[src/rtl/rsb_pkg.sv]
// Shared types and constants for the ROM signature self-test engine.
// Assumes nothing beyond a 32-bit default signature width.
package rsb_pkg;

    typedef enum logic [1:0] {
        ST_IDLE = 2'd0,
        ST_RUN  = 2'd1,
        ST_DONE = 2'd2
    } bist_state_t;

    // Feedback taps x^22 + x^2 + x + 1 (the x^32 term is the shifted-out bit)
    localparam logic [31:0] RSB_POLY_DEFAULT = 32'h0040_0007;
    localparam logic [31:0] RSB_SEED_DEFAULT = 32'hFFFF_FFFF;

endpackage

[src/rtl/rsb_addr_seq.sv]
// Address sequencer: holds the ROM word address, clears it to zero on a
// start request and steps it upward by one per advance until the last
// address, where it stays. Assumes LAST_ADDR fits in ADDR_W bits.
module rsb_addr_seq #(
    parameter int ADDR_W    = 6,
    parameter int LAST_ADDR = 63
) (
    input  logic              clk,
    input  logic              rst_n,
    input  logic              clear,
    input  logic              advance,
    output logic [ADDR_W-1:0] addr,
    output logic              at_last
);
    localparam logic [ADDR_W-1:0] LAST_A = ADDR_W'(LAST_ADDR);

    // Flag the final word of the sweep
    always_comb at_last = (addr == LAST_A);

    // Address register: cleared on start, incremented while advancing
    always_ff @(posedge clk) begin
        if (!rst_n) begin
            addr <= '0;
        end else if (clear) begin
            addr <= '0;
        end else if (advance && !at_last) begin
            addr <= addr + 1'b1;
        end
    end

    assert_addr_step_R3: assert property (@(posedge clk) disable iff (!rst_n)
        (advance && !at_last && !clear) |=> (addr == $past(addr) + 1'b1));

    assert_addr_range_R3: assert property (@(posedge clk) disable iff (!rst_n)
        addr <= LAST_A);

    assert_addr_clear_R2: assert property (@(posedge clk) disable iff (!rst_n)
        clear |=> (addr == '0));

endmodule

[src/rtl/rsb_misr.sv]
// Parallel multiple-input signature register. In one cycle it can load a
// seed, fold in a full data word with polynomial feedback, or act as a
// serial shift register (input at the MSB, output at bit 0). Load wins
// over compaction, and compaction wins over shifting. Assumes the caller
// never asserts compact and shift together.
module rsb_misr #(
    parameter int              W    = 32,
    parameter logic [W-1:0]    POLY = rsb_pkg::RSB_POLY_DEFAULT,
    parameter logic [W-1:0]    SEED = rsb_pkg::RSB_SEED_DEFAULT,
    parameter logic [W-1:0]    EXP  = '0
) (
    input  logic         clk,
    input  logic         rst_n,
    input  logic         load_seed,
    input  logic         compact,
    input  logic         shift,
    input  logic         ser_in,
    input  logic [W-1:0] word,
    output logic         ser_out,
    output logic         match_next
);
    logic [W-1:0] sig;
    logic [W-1:0] nxt;
    logic         fb;

    // Feedback bit is the stage about to leave the register
    always_comb fb = sig[W-1];

    // Next-state network: one XOR row per stage
    genvar gi;
    generate
        for (gi = 0; gi < W; gi++) begin : g_stage
            if (gi == 0) begin : g_head
                assign nxt[gi] = (POLY[gi] & fb) ^ word[gi];
            end else begin : g_body
                assign nxt[gi] = sig[gi-1] ^ (POLY[gi] & fb) ^ word[gi];
            end
        end
    endgenerate

    // Serial output and final-compare result
    always_comb begin
        ser_out    = sig[0];
        match_next = (nxt == EXP);
    end

    // Signature register: seed, compact or shift
    always_ff @(posedge clk) begin
        if (!rst_n) begin
            sig <= '0;
        end else if (load_seed) begin
            sig <= SEED;
        end else if (compact) begin
            sig <= nxt;
        end else if (shift) begin
            sig <= {ser_in, sig[W-1:1]};
        end
    end

    assert_seed_load_R2: assert property (@(posedge clk) disable iff (!rst_n)
        load_seed |=> (sig == SEED));

    assert_shift_out_R7: assert property (@(posedge clk) disable iff (!rst_n)
        (shift && !load_seed && !compact) |=> (ser_out == $past(sig[1])));

    assert_hold_idle_R8: assert property (@(posedge clk) disable iff (!rst_n)
        (!load_seed && !compact && !shift) |=> $stable(sig));

    assert_no_dual_op_R8: assert property (@(posedge clk) disable iff (!rst_n)
        !(compact && shift));

endmodule

[src/rtl/rsb_ctrl.sv]
// Run controller. Reads the test-port update strobe to start a run from
// idle or to clear a finished run. Sequences the compaction phase and
// records the pass verdict on the final word. Shift requests pass through
// only when no run is active and no start is being taken.
module rsb_ctrl (
    input  logic clk,
    input  logic rst_n,
    input  logic upd,
    input  logic tdi,
    input  logic shift_req,
    input  logic at_last,
    input  logic match_next,
    output logic start,
    output logic run,
    output logic shift_ok,
    output logic done,
    output logic pass
);
    import rsb_pkg::*;

    bist_state_t state;
    logic        clear_req;

    // Decode strobes from the current state and test-port inputs
    always_comb begin
        start     = (state == ST_IDLE) && upd && tdi;
        clear_req = (state == ST_DONE) && upd && !tdi;
        run       = (state == ST_RUN);
        done      = (state == ST_DONE);
        shift_ok  = shift_req && !run && !start;
    end

    // State register: idle -> run -> done -> idle
    always_ff @(posedge clk) begin
        if (!rst_n) begin
            state <= ST_IDLE;
        end else begin
            unique case (state)
                ST_IDLE: if (start)     state <= ST_RUN;
                ST_RUN:  if (at_last)   state <= ST_DONE;
                ST_DONE: if (clear_req) state <= ST_IDLE;
                default:                state <= ST_IDLE;
            endcase
        end
    end

    // Verdict register: captured with the last word, cleared with done
    always_ff @(posedge clk) begin
        if (!rst_n) begin
            pass <= 1'b0;
        end else if (run && at_last) begin
            pass <= match_next;
        end else if (clear_req || start) begin
            pass <= 1'b0;
        end
    end

    assert_pass_needs_done_R6: assert property (@(posedge clk) disable iff (!rst_n)
        pass |-> done);

    assert_run_no_escape_R8: assert property (@(posedge clk) disable iff (!rst_n)
        run |=> (run || done));

    assert_done_from_run_R5: assert property (@(posedge clk) disable iff (!rst_n)
        $rose(done) |-> $past(run));

    assert_done_hold_R9: assert property (@(posedge clk) disable iff (!rst_n)
        (done && !(upd && !tdi)) |=> (done && $stable(pass)));

    assert_done_clear_R9: assert property (@(posedge clk) disable iff (!rst_n)
        (done && upd && !tdi) |=> (!done && !pass && !run));

    assert_state_onehot_R5: assert property (@(posedge clk) disable iff (!rst_n)
        $onehot0({run, done}));

endmodule

[src/rtl/rom_sig_bist.sv]
// Top level of the ROM signature self-test engine. Wires the run
// controller, the address sequencer and the parallel signature register.
// Assumes a ROM that returns rom_data combinationally for rom_addr.
// EXP_SIG is the signature of a fault-free ROM under the seed and
// polynomial given.
module rom_sig_bist #(
    parameter int                ADDR_W    = 6,
    parameter int                LAST_ADDR = 63,
    parameter int                DATA_W    = 32,
    parameter logic [DATA_W-1:0] POLY      = rsb_pkg::RSB_POLY_DEFAULT,
    parameter logic [DATA_W-1:0] SEED      = rsb_pkg::RSB_SEED_DEFAULT,
    parameter logic [DATA_W-1:0] EXP_SIG   = '0
) (
    input  logic              clk,
    input  logic              rst_n,
    input  logic              tap_tdi,
    input  logic              tap_en_upd,
    input  logic              tap_shift,
    output logic              tap_tdo,
    output logic [ADDR_W-1:0] rom_addr,
    output logic              rom_rd,
    input  logic [DATA_W-1:0] rom_data,
    output logic              bist_busy,
    output logic              bist_done,
    output logic              bist_pass
);
    logic start;
    logic run;
    logic shift_ok;
    logic at_last;
    logic match_next;

    rsb_ctrl u_ctrl (
        .clk        (clk),
        .rst_n      (rst_n),
        .upd        (tap_en_upd),
        .tdi        (tap_tdi),
        .shift_req  (tap_shift),
        .at_last    (at_last),
        .match_next (match_next),
        .start      (start),
        .run        (run),
        .shift_ok   (shift_ok),
        .done       (bist_done),
        .pass       (bist_pass)
    );

    rsb_addr_seq #(
        .ADDR_W    (ADDR_W),
        .LAST_ADDR (LAST_ADDR)
    ) u_addr (
        .clk     (clk),
        .rst_n   (rst_n),
        .clear   (start),
        .advance (run),
        .addr    (rom_addr),
        .at_last (at_last)
    );

    rsb_misr #(
        .W    (DATA_W),
        .POLY (POLY),
        .SEED (SEED),
        .EXP  (EXP_SIG)
    ) u_misr (
        .clk        (clk),
        .rst_n      (rst_n),
        .load_seed  (start),
        .compact    (run),
        .shift      (shift_ok),
        .ser_in     (tap_tdi),
        .word       (rom_data),
        .ser_out    (tap_tdo),
        .match_next (match_next)
    );

    // Read strobe and busy flag follow the run phase
    always_comb begin
        rom_rd    = run;
        bist_busy = run;
    end

    assert_busy_excl_done_R5: assert property (@(posedge clk) disable iff (!rst_n)
        !(bist_busy && bist_done));

    assert_start_busy_R2: assert property (@(posedge clk) disable iff (!rst_n)
        (!bist_busy && !bist_done && tap_en_upd && tap_tdi) |=> (bist_busy && rom_addr == '0));

endmodule

[config.mk]
export PLATFORM = sky130hd
export DESIGN_NAME = rom_sig_bist
export DESIGN_NICKNAME = d
export VERILOG_FILES = /design/src/rtl/rsb_pkg.sv /design/src/rtl/rsb_addr_seq.sv /design/src/rtl/rsb_misr.sv /design/src/rtl/rsb_ctrl.sv /design/src/rtl/rom_sig_bist.sv
export SDC_FILE = /design/constraint.sdc
export NUM_CORES = 1
export LEC_CHECK = 0
export BUFFER_PORTS_ARGS = -buffer_cell sky130_fd_sc_hd__clkbuf_2
export CORE_UTILIZATION = 54
export DETAILED_ROUTE_END_ITERATION = 12
export GPL_ROUTABILITY_DRIVEN = 0
export PLACE_DENSITY = 0.79
export SLEW_MARGIN = 20
export SYNTH_ARGS = -nofsm -noshare
export SYNTH_HDL_FRONTEND = slang
export SYNTH_SLANG_ARGS = --single-unit
[constraint.sdc]
create_clock -name clk -period 1.9 [get_ports clk]
set_input_delay 0.38 -clock clk [delete_from_list [all_inputs] [get_ports clk]]
set_output_delay 0.38 -clock clk [all_outputs]
set_load 0.03 [all_outputs]
==> flow_summary.html, run 1 <==
<table>
<tr><th>Metric</th><th>Value</th></tr>
<tr><th colspan="2">Run status</th></tr>
<tr><td>Result of the run</td><td>finished clean</td></tr>
<tr><th colspan="2">Critical path</th></tr>
<tr><td>R2r startpoint</td><td>u_addr.addr[0]</td></tr>
<tr><td>CP Data Required Time</td><td>2.12 ns</td></tr>
<tr><td>Worst Setup End Kind</td><td>flip-flop</td></tr>
<tr><td>Depth of the most critical reg-to-reg path</td><td>5</td></tr>
<tr><td>CP startpoint kind</td><td>flip-flop</td></tr>
<tr><td>Critical-path maximum fanout</td><td>5</td></tr>
<tr><td>Crit Path Category</td><td>reg -&gt; reg</td></tr>
<tr><td>Register-to-register setup slack</td><td>0.23 ns</td></tr>
<tr><td>Arrival @ worst endpoint</td><td>1.89 ns</td></tr>
<tr><td>Worst flop-to-flop path endpoint</td><td>u_ctrl.pass</td></tr>
<tr><th colspan="2">Detailed routing</th></tr>
<tr><td>Final routed wirelength across all metal layers</td><td>5.18 mm</td></tr>
<tr><td>Number of vias after detailed routing</td><td>2163</td></tr>
<tr><td>Via density per instance</td><td>approximately 6</td></tr>
<tr><td>Detailed router's first-iteration violation count</td><td>87</td></tr>
<tr><td>Average routed wire per standard cell</td><td>14.1 um</td></tr>
<tr><td># DRC</td><td>0</td></tr>
<tr><td>Antenna violation net count after detailed routing</td><td>0</td></tr>
<tr><td>Pre-antenna DRT Iters</td><td>4</td></tr>
<tr><th colspan="2">Timing</th></tr>
<tr><td>Max_slew headroom</td><td>0.667</td></tr>
<tr><td>Final worst hold slack</td><td>about 0.43 ns</td></tr>
<tr><td>Final setup margin</td><td>0.228 ns</td></tr>
<tr><td>RSZ-0062 raised after global routing</td><td>no</td></tr>
<tr><td>Highest achievable clock rate</td><td>598 MHz</td></tr>
<tr><td>Post-route minimum period</td><td>1.67 ns</td></tr>
<tr><td>Worst clock skew</td><td>0.00507 ns</td></tr>
<tr><td>Final number of hold-violating endpoints</td><td>0</td></tr>
<tr><td>Number of failing setup endpoints in the final timing report</td><td>0</td></tr>
<tr><td>Max-slew violation total from the final report</td><td>0</td></tr>
<tr><td>Fin crit share</td><td>0.880</td></tr>
<tr><td>Worst-Margin Slew</td><td>0.487 ns</td></tr>
<tr><td>Total negative setup slack</td><td>0 ns</td></tr>
<tr><th colspan="2">Final layout</th></tr>
<tr><td>Relative area change from synthesis to final layout</td><td>15.5%</td></tr>
<tr><td>Share of final-layout standard cells stronger than drive strength 1</td><td>0.202</td></tr>
<tr><td>Number of antenna cells inserted</td><td>0</td></tr>
<tr><td>Layout Nets</td><td>355</td></tr>
<tr><th colspan="2">Logic synthesis</th></tr>
<tr><td>Fraction of the yosys area taken by sequential cells</td><td>0.362</td></tr>
<tr><td>Post-Synthesis Net Count</td><td>318</td></tr>
<tr><td>Register bit count reported by yosys</td><td>41</td></tr>
<tr><td>Post-Syn Area</td><td>roughly 2300 um^2</td></tr>
<tr><td>Warnings from Yosys</td><td>0</td></tr>
<tr><td>Yosys cell types</td><td>37</td></tr>
<tr><td>Most common library cells after synthesis</td><td>nand2_1 (57), dfxtp_1 (41), o21ai_0 (33)</td></tr>
<tr><td>Main flop type after synthesis</td><td>dfxtp_1</td></tr>
<tr><td>Average instance area after synthesis</td><td>~8.1 um^2</td></tr>
<tr><td>Count of flip-flops with a built-in enable after synthesis</td><td>0</td></tr>
<tr><td>Fraction of registers with async set or reset after synthesis</td><td>0</td></tr>
<tr><td>Synth area leader</td><td>dfxtp_1</td></tr>
<tr><td>Synth area leaders</td><td>dfxtp_1 (36%), xor2_1 (11%), a41oi_1 (10%)</td></tr>
<tr><td>Most numerous cell in the Yosys netlist</td><td>nand2_1</td></tr>
<tr><td>Area fraction of the dominant cell type after synthesis</td><td>0.362</td></tr>
<tr><td>Number of instances in the synthesized netlist</td><td>280</td></tr>
<tr><th colspan="2">Global route</th></tr>
<tr><td>Global-route wire length before repair</td><td>8.74 mm</td></tr>
<tr><td>GR Util All Layers</td><td>0.256</td></tr>
<tr><td>Via count of the first global-routing pass</td><td>1926</td></tr>
<tr><td>GRT overflow</td><td>0</td></tr>
<tr><td>Number of antenna violations at the first check in global routing</td><td>0</td></tr>
<tr><td>Largest net degree at the start of global routing</td><td>60</td></tr>
<tr><th colspan="2">Clocking</th></tr>
<tr><td>Number of buffers inserted to repair setup after CTS</td><td>0</td></tr>
<tr><td>Clock tree root driver cell</td><td>clkbuf_8</td></tr>
<tr><td>Clock transition at path regs</td><td>0.08 ns</td></tr>
<tr><td>CTS tree</td><td>yes</td></tr>
<tr><td>Clock latency on the worst-skew pair</td><td>0.30 ns</td></tr>
<tr><td>Number of instances resized during post-cts repair</td><td>0</td></tr>
<tr><td>Hold-fix buffers at CTS</td><td>0</td></tr>
<tr><td>Sink Count</td><td>41</td></tr>
<tr><td>Number of buffers on the longest clock path</td><td>2</td></tr>
<tr><td>H-tree Lvls</td><td>2</td></tr>
<tr><td>CTS buffer count</td><td>5</td></tr>
<tr><th colspan="2">Floorplan</th></tr>
<tr><td>Placement row count</td><td>23</td></tr>
<tr><td>Placeable Area</td><td>between 4000 and 5000 um^2</td></tr>
<tr><td>Chip Height</td><td>66.8 um</td></tr>
<tr><td>Top Ports</td><td>48</td></tr>
<tr><td>Starting density of the core</td><td>0.566</td></tr>
<tr><td>Die outline width</td><td>66.8 um</td></tr>
<tr><td>Die area</td><td>between 4000 and 5000 um^2</td></tr>
<tr><th colspan="2">Worst hold path</th></tr>
<tr><td>Worst min-delay path startpoint</td><td>rom_data[31]</td></tr>
<tr><td>Count of cells along the worst hold path</td><td>4</td></tr>
<tr><td>HP Class</td><td>in -&gt; reg</td></tr>
<tr><td>Worst Hold Path EP</td><td>u_misr.sig[31]</td></tr>
<tr><th colspan="2">Placed design</th></tr>
<tr><td>HPWL after detailed placement</td><td>3.57 mm</td></tr>
<tr><td>Number of buffers inserted by port buffering</td><td>47</td></tr>
<tr><td>Pre-CTS WS</td><td>0.264 ns</td></tr>
<tr><th colspan="2">Power and ir drop</th></tr>
<tr><td>LEAKAGE</td><td>0.00105 uW</td></tr>
<tr><td>Power per unit of standard cell area</td><td>just under 800 nW/um^2</td></tr>
<tr><td>Worst voltage drop across the vdd grid</td><td>between 500 and 600 uV</td></tr>
<tr><th colspan="2">Flow run</th></tr>
<tr><td>Count of max-cap constraint violations</td><td>0</td></tr>
</table>
==> cell type report <==
cell class | count | area [um^2]
fill | 357 | 1380
multi-input combinational | 214 | 1340
sequential | 41 | 821
timing repair buffer | 52 | 298
clock buffer | 7 | 86.3
tap | 50 | 62.6
inverter | 3 | 11.3
==> worst max-delay path by stage <==
stage,startpoint,to,cells past startpoint
2_1_floorplan,u_addr.addr[0],u_ctrl.pass,5
4_1_cts,u_addr.addr[0],u_ctrl.pass,5
5_1_grt,u_addr.addr[0],u_addr.addr[5],5
3_3_place_gp,u_addr.addr[0],u_addr.addr[5],5
3_5_place_dp,u_addr.addr[0],u_ctrl.pass,5
6_report,u_addr.addr[0],u_ctrl.pass,5
==> registers in the layout, summed over array words and instances, names as in the netlist <==
name          flops
u_ctrl.pass       1
u_ctrl.state      2
u_misr.sig       32
u_addr.addr       6
==> cells in the final DEF, fill, tap and decap left out, drive strengths merged, types with 2 or more instances in the layout <==
| cell type | n |
|---|---|
| nand3b | 5 |
| a41oi | 27 |
| clkbuf | 54 |
| a211oi | 2 |
| xor2 | 28 |
| nand4 | 2 |
| a31oi | 2 |
| buf | 5 |
| o21ai | 36 |
| dfxtp | 41 |
| o31ai | 2 |
| nor2 | 9 |
| inv | 3 |
| xnor2 | 10 |
| mux2i | 2 |
| nand2 | 57 |
| nand3 | 4 |
| nor4 | 7 |
| a21oi | 8 |
==> cells by family after synthesis <==
logic type / after synthesis / share of synthesized area
and+or+nand+nor: 92 / 0.188
AOI/OAI and AO/OA: 81 / 0.237
DFF: 41 / 0.362
xor gates and xnor gates: 38 / 0.150
buffers and inverters: 25 / 0.0475
muxes: 2 / 0.00884
adders and majority gates: 1 / 0.00552
==> critical path, cell delays in order (launching register included) <==
cell,delay [ns]
dfxtp_1,0.39
ha_1,0.23
and4_4,0.27
nand3_1,0.09
or4_1,0.41
o31ai_1,0.19
==> report_power, final <==
part           total, uW  internal, uW  switching, uW
Combinational        467           198            269
Sequential          1020           943           80.6
Clock                586           288            298
==> metrics by stage <==
step / std cells / total power [uW] / cell area [um^2] / utilization
2_1_floorplan: 280 / 1360 / 2270 / -
3_3_place_gp: 360 / 1500 / 2530 / 0.632
3_5_place_dp: 360 / 1510 / 2530 / 0.632
4_1_cts: 367 / 2080 / 2620 / 0.654
5_1_grt: 367 / 2180 / 2620 / 0.654
6_report: 367 / 2080 / 2620 / 0.654
==> metal layers <==
layer  share of wire  vias to the layer above  GRT usage
met4           0.012                        0     0.0851
met5               0                        -          0
met2            0.46                       57      0.407
met1            0.48                     1019      0.341
met3           0.051                        8     0.0531
li1                -                     1079          -
Power figures use the tool's default switching activity.
==> run 2: changes to the inputs <==
--- a/config.mk
+++ b/config.mk
@@ -6,10 +6,10 @@
 export NUM_CORES = 1
 export LEC_CHECK = 0
 export BUFFER_PORTS_ARGS = -buffer_cell sky130_fd_sc_hd__clkbuf_2
-export CORE_UTILIZATION = 54
+export CORE_UTILIZATION = 49
 export DETAILED_ROUTE_END_ITERATION = 12
 export GPL_ROUTABILITY_DRIVEN = 0
-export PLACE_DENSITY = 0.79
+export PLACE_DENSITY = 0.76
 export SLEW_MARGIN = 20
 export SYNTH_ARGS = -nofsm -noshare
 export SYNTH_HDL_FRONTEND = slang
==> constraint.sdc (replaced) <==
create_clock -name clk -period 1.5 [get_ports clk]
set_input_delay 0.3 -clock clk [delete_from_list [all_inputs] [get_ports clk]]
set_output_delay 0.3 -clock clk [all_outputs]
set_load 0.03 [all_outputs]
==> flow_summary.html, run 2 (synthesized netlist as in run 1, its figures left out) <==
<table>
<tr><th>Metric</th><th>Value</th></tr>
<tr><th colspan="2">Run status</th></tr>
<tr><td>Result of the run</td><td>finished with violations</td></tr>
<tr><td>Violations in the final reports</td><td>negative setup slack</td></tr>
<tr><th colspan="2">Floorplan</th></tr>
<tr><td>Placeable Area</td><td>4410 um^2</td></tr>
<tr><td>Die area</td><td>4900 um^2</td></tr>
<tr><td>Starting density of the core</td><td>0.513</td></tr>
<tr><td>Chip Height</td><td>70 um</td></tr>
<tr><td>Placement row count</td><td>24</td></tr>
<tr><td>Die outline width</td><td>70 um</td></tr>
<tr><td>Top Ports</td><td>48</td></tr>
<tr><th colspan="2">Final layout</th></tr>
<tr><td>Fin util</td><td>0.648</td></tr>
<tr><td>Relative area change from synthesis to final layout</td><td>26.2%</td></tr>
<tr><td>Share of final-layout standard cells stronger than drive strength 1</td><td>0.263</td></tr>
<tr><td>Layout Nets</td><td>368</td></tr>
<tr><td>Max reg flops</td><td>32</td></tr>
<tr><td>Filler-free cell count of the finished design</td><td>383</td></tr>
<tr><td>Top reg by flops</td><td>u_misr.sig</td></tr>
<tr><td>Final design instance area without fill</td><td>approximately 2900 um^2</td></tr>
<tr><td>Leading cell type in the layout, fill and taps excluded</td><td>nand2_1</td></tr>
<tr><td>Highest-count cells in the layout ignoring fill and taps</td><td>nand2_1 (57), clkbuf_2 (44), dfxtp_1 (38), o21ai_0 (33), xor2_1 (28)</td></tr>
<tr><td>Largest registers ranked by flip-flop count</td><td>u_misr.sig (32), u_addr.addr (6), u_ctrl.state (2)</td></tr>
<tr><td>Number of antenna cells inserted</td><td>0</td></tr>
<tr><th colspan="2">Clocking</th></tr>
<tr><td>CTS tree</td><td>yes</td></tr>
<tr><td>CTS buffer count</td><td>5</td></tr>
<tr><td>H-tree Lvls</td><td>2</td></tr>
<tr><td>Clock latency on the worst-skew pair</td><td>0.30 ns</td></tr>
<tr><td>Number of buffers on the longest clock path</td><td>2</td></tr>
<tr><td>Sink Count</td><td>41</td></tr>
<tr><td>Clock tree root driver cell</td><td>clkbuf_8</td></tr>
<tr><td>Clock transition at path regs</td><td>0.08 ns</td></tr>
<tr><td>Hold-fix buffers at CTS</td><td>0</td></tr>
<tr><th colspan="2">Timing</th></tr>
<tr><td>Max-slew violation total from the final report</td><td>0</td></tr>
<tr><td>Final worst hold slack</td><td>0.362 ns</td></tr>
<tr><td>Final number of hold-violating endpoints</td><td>0</td></tr>
<tr><td>Final setup margin</td><td>-0.0642 ns</td></tr>
<tr><td>Worst-Margin Slew</td><td>0.430 ns</td></tr>
<tr><td>Post-route minimum period</td><td>between 1.5 and 2 ns</td></tr>
<tr><td>Number of failing setup endpoints in the final timing report</td><td>2</td></tr>
<tr><td>RSZ-0062 raised after global routing</td><td>yes</td></tr>
<tr><td>Fin crit share</td><td>1.04</td></tr>
<tr><td>Max_slew headroom</td><td>0.713</td></tr>
<tr><td>Worst clock skew</td><td>0.00636 ns</td></tr>
<tr><td>Highest achievable clock rate</td><td>639 MHz</td></tr>
<tr><th colspan="2">Detailed routing</th></tr>
<tr><td>Via density per instance</td><td>5.85</td></tr>
<tr><td>Detailed router's first-iteration violation count</td><td>between 150 and 200</td></tr>
<tr><td># DRC</td><td>0</td></tr>
<tr><td>Antenna violation net count after detailed routing</td><td>0</td></tr>
<tr><td>Average routed wire per standard cell</td><td>roughly 15 um</td></tr>
<tr><td>Pre-antenna DRT Iters</td><td>4</td></tr>
<tr><td>Final routed wirelength across all metal layers</td><td>around 5.8 mm</td></tr>
<tr><td>Number of vias after detailed routing</td><td>2240</td></tr>
<tr><th colspan="2">Critical path</th></tr>
<tr><td>Cell with the largest stage delay on the worst path</td><td>or4_4</td></tr>
<tr><td>CP Data Required Time</td><td>1.72 ns</td></tr>
<tr><td>Worst Setup End Kind</td><td>flip-flop</td></tr>
<tr><td>CP startpoint kind</td><td>flip-flop</td></tr>
<tr><td>Cell family with the largest share of critical-path delay</td><td>simple AND/OR/NAND/NOR gates</td></tr>
<tr><td>Register-to-register setup slack</td><td>-0.06 ns</td></tr>
<tr><td>Crit Path Category</td><td>reg -&gt; reg</td></tr>
<tr><td>Arrival @ worst endpoint</td><td>1.78 ns</td></tr>
<tr><td>Crit path largest cell delay</td><td>approximately 0.45 ns</td></tr>
<tr><td>Ordered cell list for the critical path</td><td>ha_4 -&gt; and4_4 -&gt; nand3_2 -&gt; or4_4 -&gt; o31ai_4</td></tr>
<tr><td>Critical-path maximum fanout</td><td>5</td></tr>
<tr><td>Bufs and invs on worst path</td><td>0</td></tr>
<tr><th colspan="2">Power and ir drop</th></tr>
<tr><td>Worst voltage drop across the vdd grid</td><td>670 uV</td></tr>
<tr><td>Power per unit of standard cell area</td><td>about 1000 nW/um^2</td></tr>
<tr><td>LEAKAGE</td><td>0.00115 uW</td></tr>
<tr><th colspan="2">Placed design</th></tr>
<tr><td>Pre-CTS WS</td><td>-0.0393 ns</td></tr>
<tr><td>Area of placed instances</td><td>2610 um^2</td></tr>
<tr><td>HPWL after detailed placement</td><td>~3.9 mm</td></tr>
<tr><td>Number of buffers inserted by port buffering</td><td>47</td></tr>
<tr><td># placed instances</td><td>372</td></tr>
<tr><th colspan="2">Global route</th></tr>
<tr><td>Number of antenna violations at the first check in global routing</td><td>0</td></tr>
<tr><td>Global-route wire length before repair</td><td>9.23 mm</td></tr>
<tr><td>GR Util All Layers</td><td>0.235</td></tr>
<tr><td>Largest net degree at the start of global routing</td><td>60</td></tr>
<tr><td>GRT overflow</td><td>0</td></tr>
<tr><td>Via count of the first global-routing pass</td><td>2071</td></tr>
<tr><th colspan="2">Flow run</th></tr>
<tr><td>Count of max-cap constraint violations</td><td>0</td></tr>
<tr><th colspan="2">Worst hold path</th></tr>
<tr><td>HP Class</td><td>in -&gt; reg</td></tr>
</table>
run 2: changes by cell type in the layout (fill, tap and decap cells not counted), moves of 2 or more:
cell and change:
clkbuf_8 +2, buf_12 +2, dfxtp_1 -3, buf_4 +12, dfxtp_2 +2, clkbuf_2 -3
run 2: cell type report:
type                            count  area, um^2
Tap cell                           52        65.1
Fill cell                         382        1560
Clock inverter                      1        30.0
Clock buffer                        7        86.3
Multi-Input combinational cell    214        1400
Sequential cell                    41         827
Inverter                            3        13.8
Timing Repair Buffer               65         440
run 2: tightest hold or removal path: stages:
cell	delay (ns)
clkbuf_2	0.08
xor2_1	0.07
nand2_1	0.06
a41oi_1	0.10
run 2: final timing paths:
check                      start             to  depth (start not counted)
setup reg to reg  u_addr.addr[0]    u_ctrl.pass                          5
hold / removal       rom_data[3]  u_misr.sig[3]                          4
setup / recovery  u_addr.addr[0]    u_ctrl.pass                          5
hold reg to reg    u_misr.sig[4]  u_misr.sig[3]                          2
run 2: layer usage:
layer,GRT usage,part of all wire,vias to the layer above
li1,-,-,1105
met1,0.296,0.43,1050
met2,0.394,0.50,76
met3,0.0491,0.055,9
met4,0.0844,0.015,0
met5,0,0,-
run 2: through the flow:
| stage | setup TNS [ns] | total power (uW) |
|---|---|---|
| finish | -0.0685 | 2870 |
| global route | -0.258 | 3010 |
| CTS | -0.0128 | 2860 |
| detailed placement | -0.0697 | 1920 |
| global placement | -0.0326 | 1910 |
| floorplan | -0.260 | 1730 |
run 2: where the power goes:
part / switching, uW / internal, uW
registers: 98.9 / 1190
clock network: 385 / 543
logic: 363 / 290
run 2: repair_timing:
action	CTS	global route
gates cloned	0	0
setup endpoints to repair	5	7
buffers inserted	1	2
gates resized for setup	16	7
